$ cat config.mk
export PLATFORM = sky130hd
export DESIGN_NAME = clus_fill_cache
export DESIGN_NICKNAME = d
export VERILOG_FILES = /design/src/rtl/clus_fill_pkg.sv /design/src/rtl/clus_fill_policy.sv /design/src/rtl/clus_fill_array.sv /design/src/rtl/clus_fill_tmpbuf.sv /design/src/rtl/clus_fill_ctrl.sv /design/src/rtl/clus_fill_cache.sv
export SDC_FILE = /design/constraint.sdc
export NUM_CORES = 1
export LEC_CHECK = 0
export BUFFER_PORTS_ARGS = -buffer_cell sky130_fd_sc_hd__clkbuf_2
export CAP_MARGIN = 30
export CORE_MARGIN = 2
export CORE_UTILIZATION = 55
export DETAILED_ROUTE_END_ITERATION = 8
export MAX_ROUTING_LAYER = met4
export PLACE_DENSITY = 0.81
export SLEW_MARGIN = 25
export SYNTH_ARGS = -nofsm -noshare
export SYNTH_HDL_FRONTEND = slang
export SYNTH_HIERARCHICAL = 1
export SYNTH_SLANG_ARGS = --single-unit
$ cat constraint.sdc
create_clock -name clk -period 4.6 [get_ports clk]
set_clock_uncertainty 0.2 [all_clocks]
set_input_delay 0.69 -clock clk [delete_from_list [all_inputs] [get_ports clk]]
set_output_delay 0.69 -clock clk [all_outputs]
set_load 0.03 [all_outputs]
$ cat src/rtl/clus_fill_pkg.sv
package clus_fill_pkg;

   typedef enum logic [2:0] {
      CMD_RD_PLAIN  = 3'd0,
      CMD_WR_PLAIN  = 3'd1,
      CMD_RD_SHARED = 3'd2,
      CMD_RD_OWN    = 3'd3,
      CMD_WR_LINE   = 3'd4,
      CMD_PREFETCH  = 3'd5,
      CMD_LD_LINK   = 3'd6,
      CMD_ST_COND   = 3'd7
   } fill_cmd_e;

   typedef enum logic [2:0] {
      ST_IDLE,
      ST_LOOKUP,
      ST_VICTIM,
      ST_FETCH,
      ST_FILL,
      ST_RESP
   } fill_state_e;

   function automatic logic cmd_writes(input logic [2:0] c);
      return (c == CMD_WR_PLAIN) || (c == CMD_WR_LINE) || (c == CMD_ST_COND);
   endfunction

endpackage

$ cat src/rtl/clus_fill_policy.sv
module clus_fill_policy
   import clus_fill_pkg::*;
(
   input  logic       excl_mode,
   input  logic [2:0] cmd,
   input  logic       from_cache,
   output logic       alloc
);

   logic plain_op;
   logic always_keep;

   always_comb begin
      plain_op    = (cmd == CMD_RD_PLAIN) || (cmd == CMD_WR_PLAIN);
      always_keep = (cmd == CMD_WR_LINE) || (cmd == CMD_PREFETCH) ||
                    (cmd == CMD_LD_LINK) || (cmd == CMD_ST_COND);
      alloc       = !excl_mode || always_keep || (plain_op && !from_cache);
   end

endmodule

$ cat src/rtl/clus_fill_array.sv
module clus_fill_array #(
   parameter int SETS   = 16,
   parameter int TAG_W  = 8,
   parameter int DATA_W = 32,
   localparam int IDX_W = (SETS > 1) ? $clog2(SETS) : 1
) (
   input  logic              clk,
   input  logic              rst_n,
   input  logic [IDX_W-1:0]  idx,
   output logic              rd_valid,
   output logic [TAG_W-1:0]  rd_tag,
   output logic [DATA_W-1:0] rd_data,
   output logic              rd_dirty,
   input  logic              wr_en,
   input  logic [TAG_W-1:0]  wr_tag,
   input  logic [DATA_W-1:0] wr_data,
   input  logic              wr_dirty,
   input  logic              inv_en,
   input  logic              clr_dirty_en
);

   logic              v_all [SETS];
   logic              d_all [SETS];
   logic [TAG_W-1:0]  t_all [SETS];
   logic [DATA_W-1:0] x_all [SETS];

   for (genvar s = 0; s < SETS; s++) begin : g_set
      logic              v_r;
      logic              d_r;
      logic [TAG_W-1:0]  t_r;
      logic [DATA_W-1:0] x_r;
      logic              sel;

      assign sel = (idx == IDX_W'(s));

      always_ff @(posedge clk or negedge rst_n) begin
         if (!rst_n) begin
            v_r <= 1'b0;
            d_r <= 1'b0;
            t_r <= '0;
            x_r <= '0;
         end else if (sel) begin
            if (wr_en) begin
               v_r <= 1'b1;
               d_r <= wr_dirty;
               t_r <= wr_tag;
               x_r <= wr_data;
            end else if (inv_en) begin
               v_r <= 1'b0;
               d_r <= 1'b0;
            end else if (clr_dirty_en) begin
               d_r <= 1'b0;
            end
         end
      end

      assign v_all[s] = v_r;
      assign d_all[s] = d_r;
      assign t_all[s] = t_r;
      assign x_all[s] = x_r;
   end

   assign rd_valid = v_all[idx];
   assign rd_dirty = d_all[idx];
   assign rd_tag   = t_all[idx];
   assign rd_data  = x_all[idx];

endmodule

$ cat src/rtl/clus_fill_tmpbuf.sv
module clus_fill_tmpbuf #(
   parameter int ADDR_W = 12,
   parameter int DATA_W = 32
) (
   input  logic              clk,
   input  logic              rst_n,
   input  logic              load_en,
   input  logic [ADDR_W-1:0] load_addr,
   input  logic [DATA_W-1:0] load_data,
   input  logic              load_dirty,
   input  logic              retire_en,
   input  logic              victim_en,
   input  logic [ADDR_W-1:0] victim_addr,
   input  logic [DATA_W-1:0] victim_data,
   input  logic              victim_dirty,
   output logic              tmp_valid,
   output logic              evict_valid,
   input  logic              evict_ready,
   output logic [ADDR_W-1:0] evict_addr,
   output logic [DATA_W-1:0] evict_data,
   output logic              evict_dirty,
   output logic              evict_is_tmp
);

   logic              tv_q;
   logic              td_q;
   logic [ADDR_W-1:0] ta_q;
   logic [DATA_W-1:0] tx_q;

   // staging line: invalidation touches only its valid bit
   always_ff @(posedge clk or negedge rst_n) begin
      if (!rst_n) begin
         tv_q <= 1'b0;
         td_q <= 1'b0;
         ta_q <= '0;
         tx_q <= '0;
      end else if (load_en) begin
         tv_q <= 1'b1;
         td_q <= load_dirty;
         ta_q <= load_addr;
         tx_q <= load_data;
      end else if (retire_en) begin
         tv_q <= 1'b0;
      end
   end

   // outgoing eviction register shared by staged lines and victims
   always_ff @(posedge clk or negedge rst_n) begin
      if (!rst_n) begin
         evict_valid  <= 1'b0;
         evict_addr   <= '0;
         evict_data   <= '0;
         evict_dirty  <= 1'b0;
         evict_is_tmp <= 1'b0;
      end else if (retire_en) begin
         evict_valid  <= 1'b1;
         evict_addr   <= ta_q;
         evict_data   <= tx_q;
         evict_dirty  <= td_q;
         evict_is_tmp <= 1'b1;
      end else if (victim_en) begin
         evict_valid  <= 1'b1;
         evict_addr   <= victim_addr;
         evict_data   <= victim_data;
         evict_dirty  <= victim_dirty;
         evict_is_tmp <= 1'b0;
      end else if (evict_valid && evict_ready) begin
         evict_valid  <= 1'b0;
      end
   end

   assign tmp_valid = tv_q;

endmodule

$ cat src/rtl/clus_fill_ctrl.sv
module clus_fill_ctrl
   import clus_fill_pkg::*;
#(
   parameter int ADDR_W = 12,
   parameter int DATA_W = 32,
   parameter int IDX_W  = 4,
   localparam int TAG_W = ADDR_W - IDX_W
) (
   input  logic              clk,
   input  logic              rst_n,
   input  logic              excl_mode,
   input  logic              req_valid,
   output logic              req_ready,
   input  logic [2:0]        req_cmd,
   input  logic              req_from_cache,
   input  logic [ADDR_W-1:0] req_addr,
   input  logic [DATA_W-1:0] req_wdata,
   output logic              rsp_valid,
   output logic [DATA_W-1:0] rsp_data,
   output logic              rsp_dirty,
   output logic              mem_req_valid,
   input  logic              mem_req_ready,
   output logic [ADDR_W-1:0] mem_req_addr,
   input  logic              fill_valid,
   output logic              fill_ready,
   input  logic [DATA_W-1:0] fill_data,
   output logic [2:0]        cur_cmd,
   output logic              cur_from_cache,
   input  logic              alloc,
   output logic [IDX_W-1:0]  arr_idx,
   input  logic              arr_valid,
   input  logic [TAG_W-1:0]  arr_tag,
   input  logic [DATA_W-1:0] arr_data,
   input  logic              arr_dirty,
   output logic              arr_wr_en,
   output logic [TAG_W-1:0]  arr_wr_tag,
   output logic [DATA_W-1:0] arr_wr_data,
   output logic              arr_wr_dirty,
   output logic              arr_inv_en,
   output logic              arr_clr_en,
   output logic              tmp_load,
   output logic [DATA_W-1:0] tmp_line,
   output logic              tmp_line_dirty,
   output logic              tmp_retire,
   input  logic              tmp_valid,
   output logic              victim_en,
   output logic [ADDR_W-1:0] victim_addr,
   input  logic              ev_busy
);

   fill_state_e       state_q, state_d;
   logic [2:0]        cmd_q;
   logic              fc_q;
   logic [ADDR_W-1:0] addr_q;
   logic [DATA_W-1:0] wdata_q;
   logic [DATA_W-1:0] rdat_q, rdat_d;
   logic              rdirty_q, rdirty_d;

   logic [TAG_W-1:0]  tag;
   logic              hit;
   logic              victim;
   logic              wr_cmd;
   logic              fill_fire;

   assign tag     = addr_q[ADDR_W-1:IDX_W];
   assign arr_idx = addr_q[IDX_W-1:0];
   assign hit     = arr_valid && (arr_tag == tag);
   assign victim  = arr_valid && !hit;
   assign wr_cmd  = cmd_writes(cmd_q);

   assign cur_cmd        = cmd_q;
   assign cur_from_cache = fc_q;
   assign victim_addr    = {arr_tag, arr_idx};
   assign mem_req_addr   = addr_q;

   assign req_ready     = (state_q == ST_IDLE);
   assign rsp_valid     = (state_q == ST_RESP);
   assign rsp_data      = rdat_q;
   assign rsp_dirty     = rdirty_q;
   assign mem_req_valid = (state_q == ST_FETCH) && !ev_busy;
   assign fill_ready    = (state_q == ST_FILL) && !ev_busy;
   assign fill_fire     = fill_valid && fill_ready;

   assign arr_wr_tag     = tag;
   assign tmp_line       = wr_cmd ? wdata_q : fill_data;
   assign tmp_line_dirty = wr_cmd;

   always_comb begin
      state_d      = state_q;
      rdat_d       = rdat_q;
      rdirty_d     = rdirty_q;
      arr_wr_en    = 1'b0;
      arr_wr_data  = wdata_q;
      arr_wr_dirty = 1'b1;
      arr_inv_en   = 1'b0;
      arr_clr_en   = 1'b0;
      tmp_load     = 1'b0;
      tmp_retire   = 1'b0;
      victim_en    = 1'b0;
      unique case (state_q)
         ST_IDLE: begin
            if (req_valid) state_d = ST_LOOKUP;
         end
         ST_LOOKUP: begin
            rdirty_d = 1'b0;
            if (cmd_q == CMD_WR_LINE) begin
               if (victim) begin
                  state_d = ST_VICTIM;
               end else begin
                  arr_wr_en = 1'b1;
                  rdat_d    = wdata_q;
                  state_d   = ST_RESP;
               end
            end else if (hit) begin
               if (wr_cmd) begin
                  arr_wr_en = 1'b1;
                  rdat_d    = wdata_q;
               end else begin
                  rdat_d    = arr_data;
               end
               if (cmd_q == CMD_RD_OWN) begin
                  rdirty_d = arr_dirty;
                  if (excl_mode) arr_inv_en = 1'b1;
                  else           arr_clr_en = 1'b1;
               end
               state_d = ST_RESP;
            end else if (alloc && victim) begin
               state_d = ST_VICTIM;
            end else begin
               state_d = ST_FETCH;
            end
         end
         ST_VICTIM: begin
            if (!ev_busy) begin
               victim_en = 1'b1;
               if (cmd_q == CMD_WR_LINE) begin
                  arr_wr_en = 1'b1;
                  rdat_d    = wdata_q;
                  state_d   = ST_RESP;
               end else begin
                  arr_inv_en = 1'b1;
                  state_d    = ST_FETCH;
               end
            end
         end
         ST_FETCH: begin
            if (mem_req_valid && mem_req_ready) state_d = ST_FILL;
         end
         ST_FILL: begin
            if (fill_fire) begin
               if (alloc) begin
                  arr_wr_en    = 1'b1;
                  arr_wr_data  = tmp_line;
                  arr_wr_dirty = wr_cmd;
               end else begin
                  tmp_load = 1'b1;
               end
               rdat_d   = tmp_line;
               rdirty_d = 1'b0;
               state_d  = ST_RESP;
            end
         end
         ST_RESP: begin
            tmp_retire = tmp_valid;
            state_d    = ST_IDLE;
         end
         default: state_d = ST_IDLE;
      endcase
   end

   always_ff @(posedge clk or negedge rst_n) begin
      if (!rst_n) begin
         state_q  <= ST_IDLE;
         cmd_q    <= '0;
         fc_q     <= 1'b0;
         addr_q   <= '0;
         wdata_q  <= '0;
         rdat_q   <= '0;
         rdirty_q <= 1'b0;
      end else begin
         state_q  <= state_d;
         rdat_q   <= rdat_d;
         rdirty_q <= rdirty_d;
         if (state_q == ST_IDLE && req_valid) begin
            cmd_q   <= req_cmd;
            fc_q    <= req_from_cache;
            addr_q  <= req_addr;
            wdata_q <= req_wdata;
         end
      end
   end

endmodule

$ cat src/rtl/clus_fill_cache.sv
module clus_fill_cache #(
   parameter int ADDR_W = 12,
   parameter int DATA_W = 32,
   parameter int SETS   = 16
) (
   input  logic              clk,
   input  logic              rst_n,
   input  logic              excl_mode,
   input  logic              req_valid,
   output logic              req_ready,
   input  logic [2:0]        req_cmd,
   input  logic              req_from_cache,
   input  logic [ADDR_W-1:0] req_addr,
   input  logic [DATA_W-1:0] req_wdata,
   output logic              rsp_valid,
   output logic [DATA_W-1:0] rsp_data,
   output logic              rsp_dirty,
   output logic              mem_req_valid,
   input  logic              mem_req_ready,
   output logic [ADDR_W-1:0] mem_req_addr,
   input  logic              fill_valid,
   output logic              fill_ready,
   input  logic [DATA_W-1:0] fill_data,
   output logic              evict_valid,
   input  logic              evict_ready,
   output logic [ADDR_W-1:0] evict_addr,
   output logic [DATA_W-1:0] evict_data,
   output logic              evict_dirty
);

   localparam int IDX_W = (SETS > 1) ? $clog2(SETS) : 1;
   localparam int TAG_W = ADDR_W - IDX_W;

   if ((1 << IDX_W) != SETS || SETS < 2) begin : g_bad_sets
      $error("SETS must be a power of two and at least 2");
   end
   if (TAG_W < 1) begin : g_bad_addr
      $error("ADDR_W must exceed the index width");
   end
   if (DATA_W < 1) begin : g_bad_data
      $error("DATA_W must be positive");
   end

   logic [2:0]        cur_cmd;
   logic              cur_from_cache;
   logic              alloc;
   logic [IDX_W-1:0]  arr_idx;
   logic              arr_valid;
   logic [TAG_W-1:0]  arr_tag;
   logic [DATA_W-1:0] arr_data;
   logic              arr_dirty;
   logic              arr_wr_en;
   logic [TAG_W-1:0]  arr_wr_tag;
   logic [DATA_W-1:0] arr_wr_data;
   logic              arr_wr_dirty;
   logic              arr_inv_en;
   logic              arr_clr_en;
   logic              tmp_load;
   logic [DATA_W-1:0] tmp_line;
   logic              tmp_line_dirty;
   logic              tmp_retire;
   logic              tmp_valid;
   logic              victim_en;
   logic [ADDR_W-1:0] victim_addr;
   logic              evict_is_tmp;

   clus_fill_policy u_policy (
      .excl_mode  (excl_mode),
      .cmd        (cur_cmd),
      .from_cache (cur_from_cache),
      .alloc      (alloc)
   );

   clus_fill_array #(.SETS(SETS), .TAG_W(TAG_W), .DATA_W(DATA_W)) u_array (
      .clk          (clk),
      .rst_n        (rst_n),
      .idx          (arr_idx),
      .rd_valid     (arr_valid),
      .rd_tag       (arr_tag),
      .rd_data      (arr_data),
      .rd_dirty     (arr_dirty),
      .wr_en        (arr_wr_en),
      .wr_tag       (arr_wr_tag),
      .wr_data      (arr_wr_data),
      .wr_dirty     (arr_wr_dirty),
      .inv_en       (arr_inv_en),
      .clr_dirty_en (arr_clr_en)
   );

   clus_fill_tmpbuf #(.ADDR_W(ADDR_W), .DATA_W(DATA_W)) u_tmpbuf (
      .clk          (clk),
      .rst_n        (rst_n),
      .load_en      (tmp_load),
      .load_addr    (mem_req_addr),
      .load_data    (tmp_line),
      .load_dirty   (tmp_line_dirty),
      .retire_en    (tmp_retire),
      .victim_en    (victim_en),
      .victim_addr  (victim_addr),
      .victim_data  (arr_data),
      .victim_dirty (arr_dirty),
      .tmp_valid    (tmp_valid),
      .evict_valid  (evict_valid),
      .evict_ready  (evict_ready),
      .evict_addr   (evict_addr),
      .evict_data   (evict_data),
      .evict_dirty  (evict_dirty),
      .evict_is_tmp (evict_is_tmp)
   );

   clus_fill_ctrl #(.ADDR_W(ADDR_W), .DATA_W(DATA_W), .IDX_W(IDX_W)) u_ctrl (
      .clk            (clk),
      .rst_n          (rst_n),
      .excl_mode      (excl_mode),
      .req_valid      (req_valid),
      .req_ready      (req_ready),
      .req_cmd        (req_cmd),
      .req_from_cache (req_from_cache),
      .req_addr       (req_addr),
      .req_wdata      (req_wdata),
      .rsp_valid      (rsp_valid),
      .rsp_data       (rsp_data),
      .rsp_dirty      (rsp_dirty),
      .mem_req_valid  (mem_req_valid),
      .mem_req_ready  (mem_req_ready),
      .mem_req_addr   (mem_req_addr),
      .fill_valid     (fill_valid),
      .fill_ready     (fill_ready),
      .fill_data      (fill_data),
      .cur_cmd        (cur_cmd),
      .cur_from_cache (cur_from_cache),
      .alloc          (alloc),
      .arr_idx        (arr_idx),
      .arr_valid      (arr_valid),
      .arr_tag        (arr_tag),
      .arr_data       (arr_data),
      .arr_dirty      (arr_dirty),
      .arr_wr_en      (arr_wr_en),
      .arr_wr_tag     (arr_wr_tag),
      .arr_wr_data    (arr_wr_data),
      .arr_wr_dirty   (arr_wr_dirty),
      .arr_inv_en     (arr_inv_en),
      .arr_clr_en     (arr_clr_en),
      .tmp_load       (tmp_load),
      .tmp_line       (tmp_line),
      .tmp_line_dirty (tmp_line_dirty),
      .tmp_retire     (tmp_retire),
      .tmp_valid      (tmp_valid),
      .victim_en      (victim_en),
      .victim_addr    (victim_addr),
      .ev_busy        (evict_valid)
   );

endmodule

==> impl_metrics.toml, run 1 <==
[global_route]
grt_max_degree = 113
grt_overflow = 0
grt_pass1_vias = 27625
track_usage_pct = 28.82
antenna_found_initial = 2
grt_pass1_wl_um = 161600

[critical_path]
r2r_slack_ps = 210
crit_chain = "nor2b_4, buf_4, a22oi_1, nand2_1, buf_4, nand2_1, nor3_1, nand2_1, nor3_1, nor3_1, nor3_1, mux2_2"
end_kind = "flop"
ff2ff_path_depth = 12
arrival_ps = 4710
cp-start-kind = "flop"
crit_type = "reg2reg"
crit_family = "simple AND/OR/NAND/NOR gates"
r2r-end = "u_array/g_set[13].d_r"
crit_fanout = 16
cpMaxStageDelayCell = "dfrtp_1"
cp_num_buf_inv = 2
cpPeakStageDelay_ps = 590
crit_top_cell = "nor3_1"
crit_required_ps = 4920
r2r_start = "u_ctrl/mem_req_addr[3]"

[detailed_routing]
drtIter0Drc = 2696
firstDrtPassIters = 6
drc = 0
ant_nets = 0
wl_um = 104000
drt-wirelength-per-cell_um = 26.41
viasPerCell = 6.487
num_vias = 25558

[hold_path]
hold-path-endpoint = "u_tmpbuf/evict_valid"
hold_depth = 2
holdCritStartpoint = "evict_ready"
hp-class = "in2reg"

[layout]
final_common_cell = "dfrtp_1"
nets = 3014
fin_util_pct = 62.43
area_growth_pct = 12.04
final_cell_mix = "dfrtp_1 (846), mux2_2 (676), clkbuf_2 (180), nand2_1 (169), mux4_2 (168)"
final_cells = 3940
fillers = 4886
drive_gt1_share_pct = 47.02

[pwr]
power_mw = 29.31
power_frac_clock_pct = 23.3
seq_power_share_pct = 37.7
p_switching_mw = 10.94
power_density_nw_per_um2 = 654.5
p_int_mw = 18.37
p_sw_share_pct = 37.33
p_comb_share_pct = 39.0
irDropWorstVdd_mv = 1.042
p_leak_nw = 21.34

[cts]
clkSlewWorstSetupHoldPaths_ps = 60
cts_max_level = 3
cts_tree = "built"
clk_latency_ps = 640
numCtsBuffers = 82
cts-root-buf = "clkbuf_16"
clkSinkCount = 848
cts_resized = 0
cts.path.max_buffers = 3

[timing]
rsz0062_at_grt = "false"
max_freq_mhz = 228.0
period_needed_ps = 4386
period_share_pct = 95.36
worst_pin_slew_ps = 1014
setup_violations = 0
slew_violations = 0
hold_viol_final = 0
relSlewSlack_pct = 32.40
setup_tns_ps = 0

[synthesis]
ys.warnings.count = 6
syn_area_um2 = 39970
syn_nets = 2912
syn_inst = 2825
avgSynthCellArea_um2 = 14.15

[placed_design]
gp_congestion = 0.8694
io_buffers = 181
placedCellCount = 3791
hpwlAfterDp_um = 63280

[floorplanning]
core_um2 = 71730
dieArea_um2 = 74840
rows = 98
dieHeight_um = 273.6
die_w_um = 273.6
initial_core_util_pct = 55.72
ioPinCount = 182

[job]
maxCapViolCount = 0

[run_status]
status = "completed"
## registers in the layout (all words and copies together), names as in the netlist
register	cells
u_tmpbuf/td_q	1
u_array/g_set.v_r	16
u_tmpbuf/evict_valid	1
u_ctrl/cur_cmd	3
u_ctrl/state_q	3
u_ctrl/cur_from_cache	1
u_tmpbuf/evict_addr	12
u_tmpbuf/ta_q	12
u_tmpbuf/evict_dirty	1
u_array/g_set.d_r	16
u_ctrl/rsp_data	32
u_array/g_set.t_r	128
u_ctrl/mem_req_addr	12
u_ctrl/wdata_q	32
u_tmpbuf/tx_q	32
u_array/g_set.x_r	512
u_tmpbuf/evict_data	32
u_tmpbuf/tmp_valid	1
u_ctrl/rsp_dirty	1
## power by group through the flow
stage	clock network, mW	registers [mW]	logic (mW)
final	6.83	11.1	11.4
after global routing	7.20	11.3	12.0
after CTS	6.90	11.0	11.2
after detailed placement	0	11.1	11.1
after global placement	0	10.9	10.6
after floorplan	0	11.0	7.83
## through the flow
| step | hold slack, ps | area [um2] | setup WS [ps] |
|---|---|---|---|
| 6_report | 54.18 | 44780 | 213.5 |
| 5_1_grt | 77.95 | 44780 | 88.79 |
| 4_1_cts | 29.18 | 44750 | 249.9 |
| 3_5_place_dp | 268.6 | 42000 | 299.1 |
| 3_3_place_gp | 261.1 | 41980 | 339.8 |
| 2_1_floorplan | 194.4 | 39970 | 256.0 |
## per-layer routing
metal  global-route usage (%)  up-vias  part of all wire, %
li1                         -    10469                    -
met1                    38.20    13462                   40
met2                    45.12     1332                   48
met3                    4.719      295                  8.2
met4                    10.67        0                  3.2
met5                        -        -                    0
## cell type report
| type | count | area (um2) | area share [%] |
|---|---|---|---|
| inverter | 43 | 161.4 | 0.3604 |
| clock inverter | 22 | 250.2 | 0.5588 |
| antenna | 2 | 5.005 | 0.01118 |
| multi-input combinational | 1669 | 17320 | 38.67 |
| clock buffer | 123 | 2487 | 5.555 |
| tap | 950 | 1189 | 2.654 |
| timing repair buffer | 283 | 2142 | 4.784 |
| sequential | 848 | 21230 | 47.41 |
## worst reg2reg max path, cell delays in order, from the launching register on
cell	delay [ps]
dfrtp_1	590
nor2b_4	540
buf_4	380
a22oi_1	160
nand2_1	210
buf_4	170
nand2_1	110
nor3_1	410
nand2_1	100
nor3_1	470
nor3_1	300
nor3_1	270
mux2_2	370
## worst max path at each step
stage | startpoint | end | slack (ps) | cells past startpoint
detailed placement | u_ctrl/mem_req_addr[0] | u_array/g_set[2].x_r[18] | 300 | 14
floorplan | u_ctrl/mem_req_addr[0] | u_array/g_set[13].t_r[7] | 260 | 16
CTS | u_ctrl/mem_req_addr[0] | u_array/g_set[2].x_r[29] | 250 | 14
finish | u_ctrl/mem_req_addr[3] | u_array/g_set[13].d_r | 210 | 12
global route | u_ctrl/mem_req_addr[0] | u_array/g_set[2].x_r[29] | 90 | 14
global placement | u_ctrl/mem_req_addr[0] | u_array/g_set[2].t_r[3] | 340 | 14
## repair_timing
action	CTS	global route
setup buffers	0	0
hold endpoints to repair	45	0
hold buffers	1	0
Power figures use the tool's default switching activity.
==> inputs of run 2 (changes only) <==
--- a/config.mk
+++ b/config.mk
@@ -11,9 +11,10 @@
 export CORE_UTILIZATION = 55
 export DETAILED_ROUTE_END_ITERATION = 8
 export MAX_ROUTING_LAYER = met4
-export PLACE_DENSITY = 0.81
+export PLACE_DENSITY = 0.75
 export SLEW_MARGIN = 25
 export SYNTH_ARGS = -nofsm -noshare
 export SYNTH_HDL_FRONTEND = slang
 export SYNTH_HIERARCHICAL = 1
 export SYNTH_SLANG_ARGS = --single-unit
+export TNS_END_PERCENT = 20
==> run 2 against run 1 <==
Against the previous run:
- first-iteration DRC count shrank 8.5%
- maximum frequency is 2.1% higher
- clock power increased by 2%
- sequential share of layout area decreased by 0.19 points
- final area grew 0.41%
- combinational power about the same
==> impl_metrics.toml, run 2 (synthesis gave the netlist of run 1 again) <==
[cts]
numCtsBuffers = 85
cts_tree = "built"
clk_latency_ps = 640
cts_max_level = 3
cts.path.max_buffers = 3
cts-root-buf = "clkbuf_16"
clkSlewWorstSetupHoldPaths_ps = 60
clkSinkCount = 848

[layout]
area_growth_pct = 12.50
drive_gt1_share_pct = 47.06
final_area_um2 = 44960
final_cells = 3949
nets = 3021
reg_top3 = "u_array/g_set.x_r (512), u_array/g_set.t_r (128)"
final_cell_mix = "dfrtp_1 (846), mux2_2 (676), clkbuf_2 (180), nand2_1 (169), mux4_2 (168)"
largest_register_ffs = 512
final_common_cell = "dfrtp_1"
top_register = "u_array/g_set.x_r"

[detailed_routing]
wl_um = 102200
drc = 0
drt-wirelength-per-cell_um = 25.87
num_vias = 25205
ant_nets = 0
firstDrtPassIters = 5
viasPerCell = 6.383
drtIter0Drc = 2468

[critical_path]
crit_fanout = 31
ff2ff_path_depth = 15
crit_required_ps = 4900
crit_type = "reg2reg"
cp-start-kind = "flop"
arrival_ps = 4600
cpPeakStageDelay_ps = 640
cpMaxStageDelayCell = "dfrtp_4"
end_kind = "flop"
crit_chain = "buf_12, mux4_2, a22oi_1, nand2_1, xnor2_1, nand4_1, nor2_2, a21oi_1, o32ai_2, buf_4, nand3b_1, buf_4, nor2_4, buf_12, mux2_2"

[timing]
slew_violations = 0
relSlewSlack_pct = 32.94
period_needed_ps = 4298
hold_viol_final = 0
setup_violations = 0
rsz0062_at_grt = "false"
worst_pin_slew_ps = 1002
setup_tns_ps = 0
period_share_pct = 93.44
max_freq_mhz = 232.7

[job]
maxCapViolCount = 0

[floorplanning]
core_um2 = 71730
die_w_um = 273.6
dieArea_um2 = 74840
rows = 98
initial_core_util_pct = 55.72
dieHeight_um = 273.6
ioPinCount = 182

[pwr]
p_switching_mw = 10.87
power_density_nw_per_um2 = 652.8
power_frac_clock_pct = 23.8
irDropWorstVdd_mv = 0.8566
p_sw_share_pct = 37.02
power_mw = 29.35
p_comb_share_pct = 38.6
p_int_mw = 18.49
seq_power_share_pct = 37.5
p_leak_nw = 21.42

[global_route]
antenna_found_initial = 1
track_usage_pct = 28.42
grt_pass1_wl_um = 159400
grt_overflow = 0
grt_pass1_vias = 26950
grt_max_degree = 119

[hold_path]
hp-class = "in2reg"
hold_depth = 2

[placed_design]
io_buffers = 181
gp_congestion = 0.8762
placedCellCount = 3794
hpwlAfterDp_um = 64020
placed_cell_area_um2 = 42080

[run_status]
status = "completed"
[run 2: changes by cell type in the layout (fill, tap and decap cells not counted), moves of 2 or more]
cell and delta:
buf_12 +4, bufinv_16 +2, clkbuf_16 +4, clkinv_8 -2, clkbuf_1 +4, clkbuf_8 -9, clkinv_2 +6, buf_4 -2
[run 2: power groups by stage]
stage                     clock network, mW  logic, mW  registers, mW
final                                  7.00       11.3           11.0
after global routing                   7.43       12.0           11.3
after CTS                              7.09       11.2           11.0
after detailed placement                  0       11.1           11.1
after global placement                    0       10.7           10.9
after floorplan                           0       7.83           11.0
[run 2: layout make-up]
class                           count  area (um2)
Fill cell                        5135       26770
Sequential cell                   848       21230
Multi-Input combinational cell   1669       17330
Clock buffer                      122        2479
Timing Repair Buffer              287        2246
Tap cell                          950        1189
Clock inverter                     29       330.3
Inverter                           43       161.4
Antenna cell                        1       2.502
[run 2: final timing paths]
kind,startpoint,endpoint,slack [ps]
max,u_ctrl/mem_req_addr[0],u_array/g_set[5].x_r[14],300
min,evict_ready,u_tmpbuf/evict_valid,80
max reg2reg,u_ctrl/mem_req_addr[0],u_array/g_set[5].x_r[14],300
min reg2reg,u_array/g_set[6].t_r[3],u_array/g_set[6].t_r[3],290
max in group asynchronous,rst_n,u_array/g_set[11].x_r[15],2590
min in group asynchronous,rst_n,u_array/g_set[14].t_r[1],440
[run 2: metal layers]
| metal | up-vias | global-route usage, % | share of wire (%) |
|---|---|---|---|
| met5 | - | - | 0 |
| met4 | 0 | 7.808 | 2.2 |
| met3 | 189 | 4.614 | 7.0 |
| met2 | 1095 | 44.50 | 48 |
| met1 | 13421 | 38.85 | 43 |
| li1 | 10500 | - | - |
[run 2: critical path: cells and delay by family (launching register included)]
family | cells | cell delay (ps)
simple gates | 5 | 660
flops | 1 | 640
compound gates | 3 | 680
xor+xnor | 1 | 220
buf+inv | 4 | 850
mux | 2 | 880
[run 2: repair_timing]
action                                  in CTS  in global routing
hold buffers                                 1                  0
buffers inserted                             0                  0
endpoints found under the hold margin       70                  0
endpoints found under the setup margin       0                  2
resized for setup                            0                  1
[run 2: stage by stage]
step / setup WS [ps] / util, % / hold WS (ps)
floorplan: 256.0 / - / 194.4
global placement: 322.6 / 58.66 / 259.2
detailed placement: 337.8 / 58.66 / 270.7
CTS: 292.6 / 62.59 / 49.08
global route: 12.23 / 62.68 / 78.40
finish: 301.8 / 62.68 / 80.21
==> inputs of run 3 (changes only) <==
--- a/config.mk
+++ b/config.mk
@@ -11,7 +11,7 @@
 export CORE_UTILIZATION = 55
 export DETAILED_ROUTE_END_ITERATION = 8
 export MAX_ROUTING_LAYER = met4
-export PLACE_DENSITY = 0.75
+export PLACE_DENSITY = 0.72
 export SLEW_MARGIN = 25
 export SYNTH_ARGS = -nofsm -noshare
 export SYNTH_HDL_FRONTEND = slang
==> constraint.sdc (replaced) <==
create_clock -name clk -period 4.4 [get_ports clk]
set_clock_uncertainty 0.2 [all_clocks]
set_input_delay 0.66 -clock clk [delete_from_list [all_inputs] [get_ports clk]]
set_output_delay 0.66 -clock clk [all_outputs]
set_load 0.03 [all_outputs]
==> run 3 against run 2 <==
Against the previous run:
- sequential power up 5%
- total power up 6.5%
- die area unchanged
- critical endpoint is now u_array/g_set[14].x_r[17]
==> impl_metrics.toml, run 3 (synthesis gave the netlist of run 1 again) <==
[detailed_routing]
drt-wirelength-per-cell_um = 26.19
num_vias = 25225
drc = 0
viasPerCell = 6.311
drtIter0Drc = 2597
firstDrtPassIters = 6
wl_um = 104700
ant_nets = 0

[layout]
final_common_cell = "dfrtp_1"
fin_util_pct = 63.29
largest_register_ffs = 512
top_register = "u_array/g_set.x_r"
drive_gt1_share_pct = 48.13
final_cell_mix = "dfrtp_1 (845), mux2_2 (676), clkbuf_2 (180), mux4_2 (168), nand2_1 (168)"
final_cells = 3997
final_area_um2 = 45400
fillers = 5176
reg_top3 = "u_array/g_set.x_r (512), u_array/g_set.t_r (128)"
nets = 3058
multi_input_area_um2 = 17350
area_growth_pct = 13.59
seq_area_um2 = 21230

[cts]
cts_max_level = 3
numCtsBuffers = 88
clkSinkCount = 848
clk_latency_ps = 650
cts-root-buf = "clkbuf_16"
cts.path.max_buffers = 3
cts_tree = "built"
clkSlewWorstSetupHoldPaths_ps = 70

[timing]
setup_violations = 0
setup_tns_ps = 0
whs_ps = 33.18
rsz0062_at_grt = "false"
hold_viol_final = 0
relSlewSlack_pct = 35.93
max_freq_mhz = 234.8
period_needed_ps = 4260
worst_pin_slew_ps = 961.1
worst_slack_ps = 140.4
period_share_pct = 96.81
slew_violations = 0

[critical_path]
ff2ff_path_depth = 15
critPathLaunch = "u_ctrl/mem_req_addr[0]"
cpPeakStageDelay_ps = 520
worstSetupEndpoint = "u_array/g_set[14].x_r[17]"
r2r_slack_ps = 140
r2r-end = "u_array/g_set[14].x_r[17]"
crit_fanout = 20
arrival_ps = 4570
end_kind = "flop"
cp-start-kind = "flop"
crit_chain = "buf_12, mux4_2, a22oi_1, nand2_1, xnor2_1, nand4_1, nor2_2, a21oi_1, o32ai_2, buf_4, nand3_1, buf_4, nor2_4, buf_12, mux2_2"
cpMaxStageDelayCell = "mux4_2"
crit_required_ps = 4710
crit_type = "reg2reg"
r2r_start = "u_ctrl/mem_req_addr[0]"

[global_route]
track_usage_pct = 29.16
grt_pass1_vias = 26599
antenna_found_initial = 0
grt_max_degree = 114
grt_overflow = 0
grt_pass1_wl_um = 161200

[pwr]
p_int_mw = 19.73
p_comb_share_pct = 38.7
seq_power_share_pct = 36.8
power_mw = 31.26
p_leak_nw = 21.68
p_sw_share_pct = 36.88
power_frac_clock_pct = 24.6
power_density_nw_per_um2 = 688.7
p_switching_mw = 11.53
irDropWorstVdd_mv = 0.7628

[floorplanning]
rows = 98
initial_core_util_pct = 55.72
dieArea_um2 = 74840
dieHeight_um = 273.6
die_w_um = 273.6
core_um2 = 71730
ioPinCount = 182

[placed_design]
io_buffers = 181
hpwlAfterDp_um = 64540
gp_congestion = 0.8753
placedCellCount = 3826
placed_cell_area_um2 = 42300
preCtsSetupSlack_ps = 59.23

[job]
maxCapViolCount = 0

[hold_path]
hp-class = "in2reg"
hold_depth = 3

[run_status]
status = "completed"
==> run 3: worst min-delay path by stage <==
| stage | startpoint | endpoint | slack (ps) |
|---|---|---|---|
| 5_1_grt | req_cmd[1] | u_ctrl/cur_cmd[1] | 40 |
| 3_3_place_gp | u_tmpbuf/tx_q[31] | u_tmpbuf/evict_data[31] | 260 |
| 3_5_place_dp | u_array/g_set[9].v_r | u_array/g_set[9].v_r | 260 |
| 4_1_cts | req_cmd[1] | u_ctrl/cur_cmd[1] | 10 |
| 6_report | req_cmd[1] | u_ctrl/cur_cmd[1] | 30 |
| 2_1_floorplan | rst_n | u_array/g_set[0].d_r | 160 |
==> run 3: worst max-delay path, delay by kind of cell (launching register included) <==
kind                      cells  cell delay (ps)
muxes                         2              880
buffers and inverters         4              850
and+or+nand+nor               5              820
AOI/OAI and AO/OA             3              650
DFF                           1              470
xor gates and xnor gates      1              210
==> run 3: cell type report <==
| type | count | share of cell area [%] |
|---|---|---|
| Tap cell | 950 | 2.618 |
| Clock inverter | 31 | 0.7083 |
| Inverter | 43 | 0.3555 |
| Sequential cell | 848 | 46.76 |
| Multi-Input combinational cell | 1669 | 38.21 |
| Timing Repair Buffer | 321 | 5.394 |
| Antenna cell | 3 | 0.01654 |
| Clock buffer | 132 | 5.929 |
==> run 3: what timing repair did <==
| item | 4_1_cts | 5_1_grt |
|---|---|---|
| endpoints found under the hold margin | 72 | 0 |
| buffers inserted | 0 | 4 |
| gates resized for setup | 1 | 6 |
| hold buffers | 1 | 0 |
| endpoints found under the setup margin | 6 | 438 |
==> run 3: layer usage <==
metal	share of wire, %	vias to the layer above	routed length, um	GRT usage [%]
met3	7.6	207	7986	4.640
met2	47	1042	49520	45.13
met1	43	13381	45050	40.57
li1	-	10595	-	-
met4	2.0	0	2103	7.506
met5	0	-	0	-
==> run 3: power by group through the flow <==
stage | Sequential [mW] | Clock, mW | Combinational (mW)
3_3_place_gp | 11.4 | 0 | 11.5
4_1_cts | 11.5 | 7.77 | 11.9
2_1_floorplan | 11.5 | 0 | 8.18
3_5_place_dp | 11.6 | 0 | 11.8
5_1_grt | 11.7 | 8.13 | 12.8
6_report | 11.5 | 7.68 | 12.1
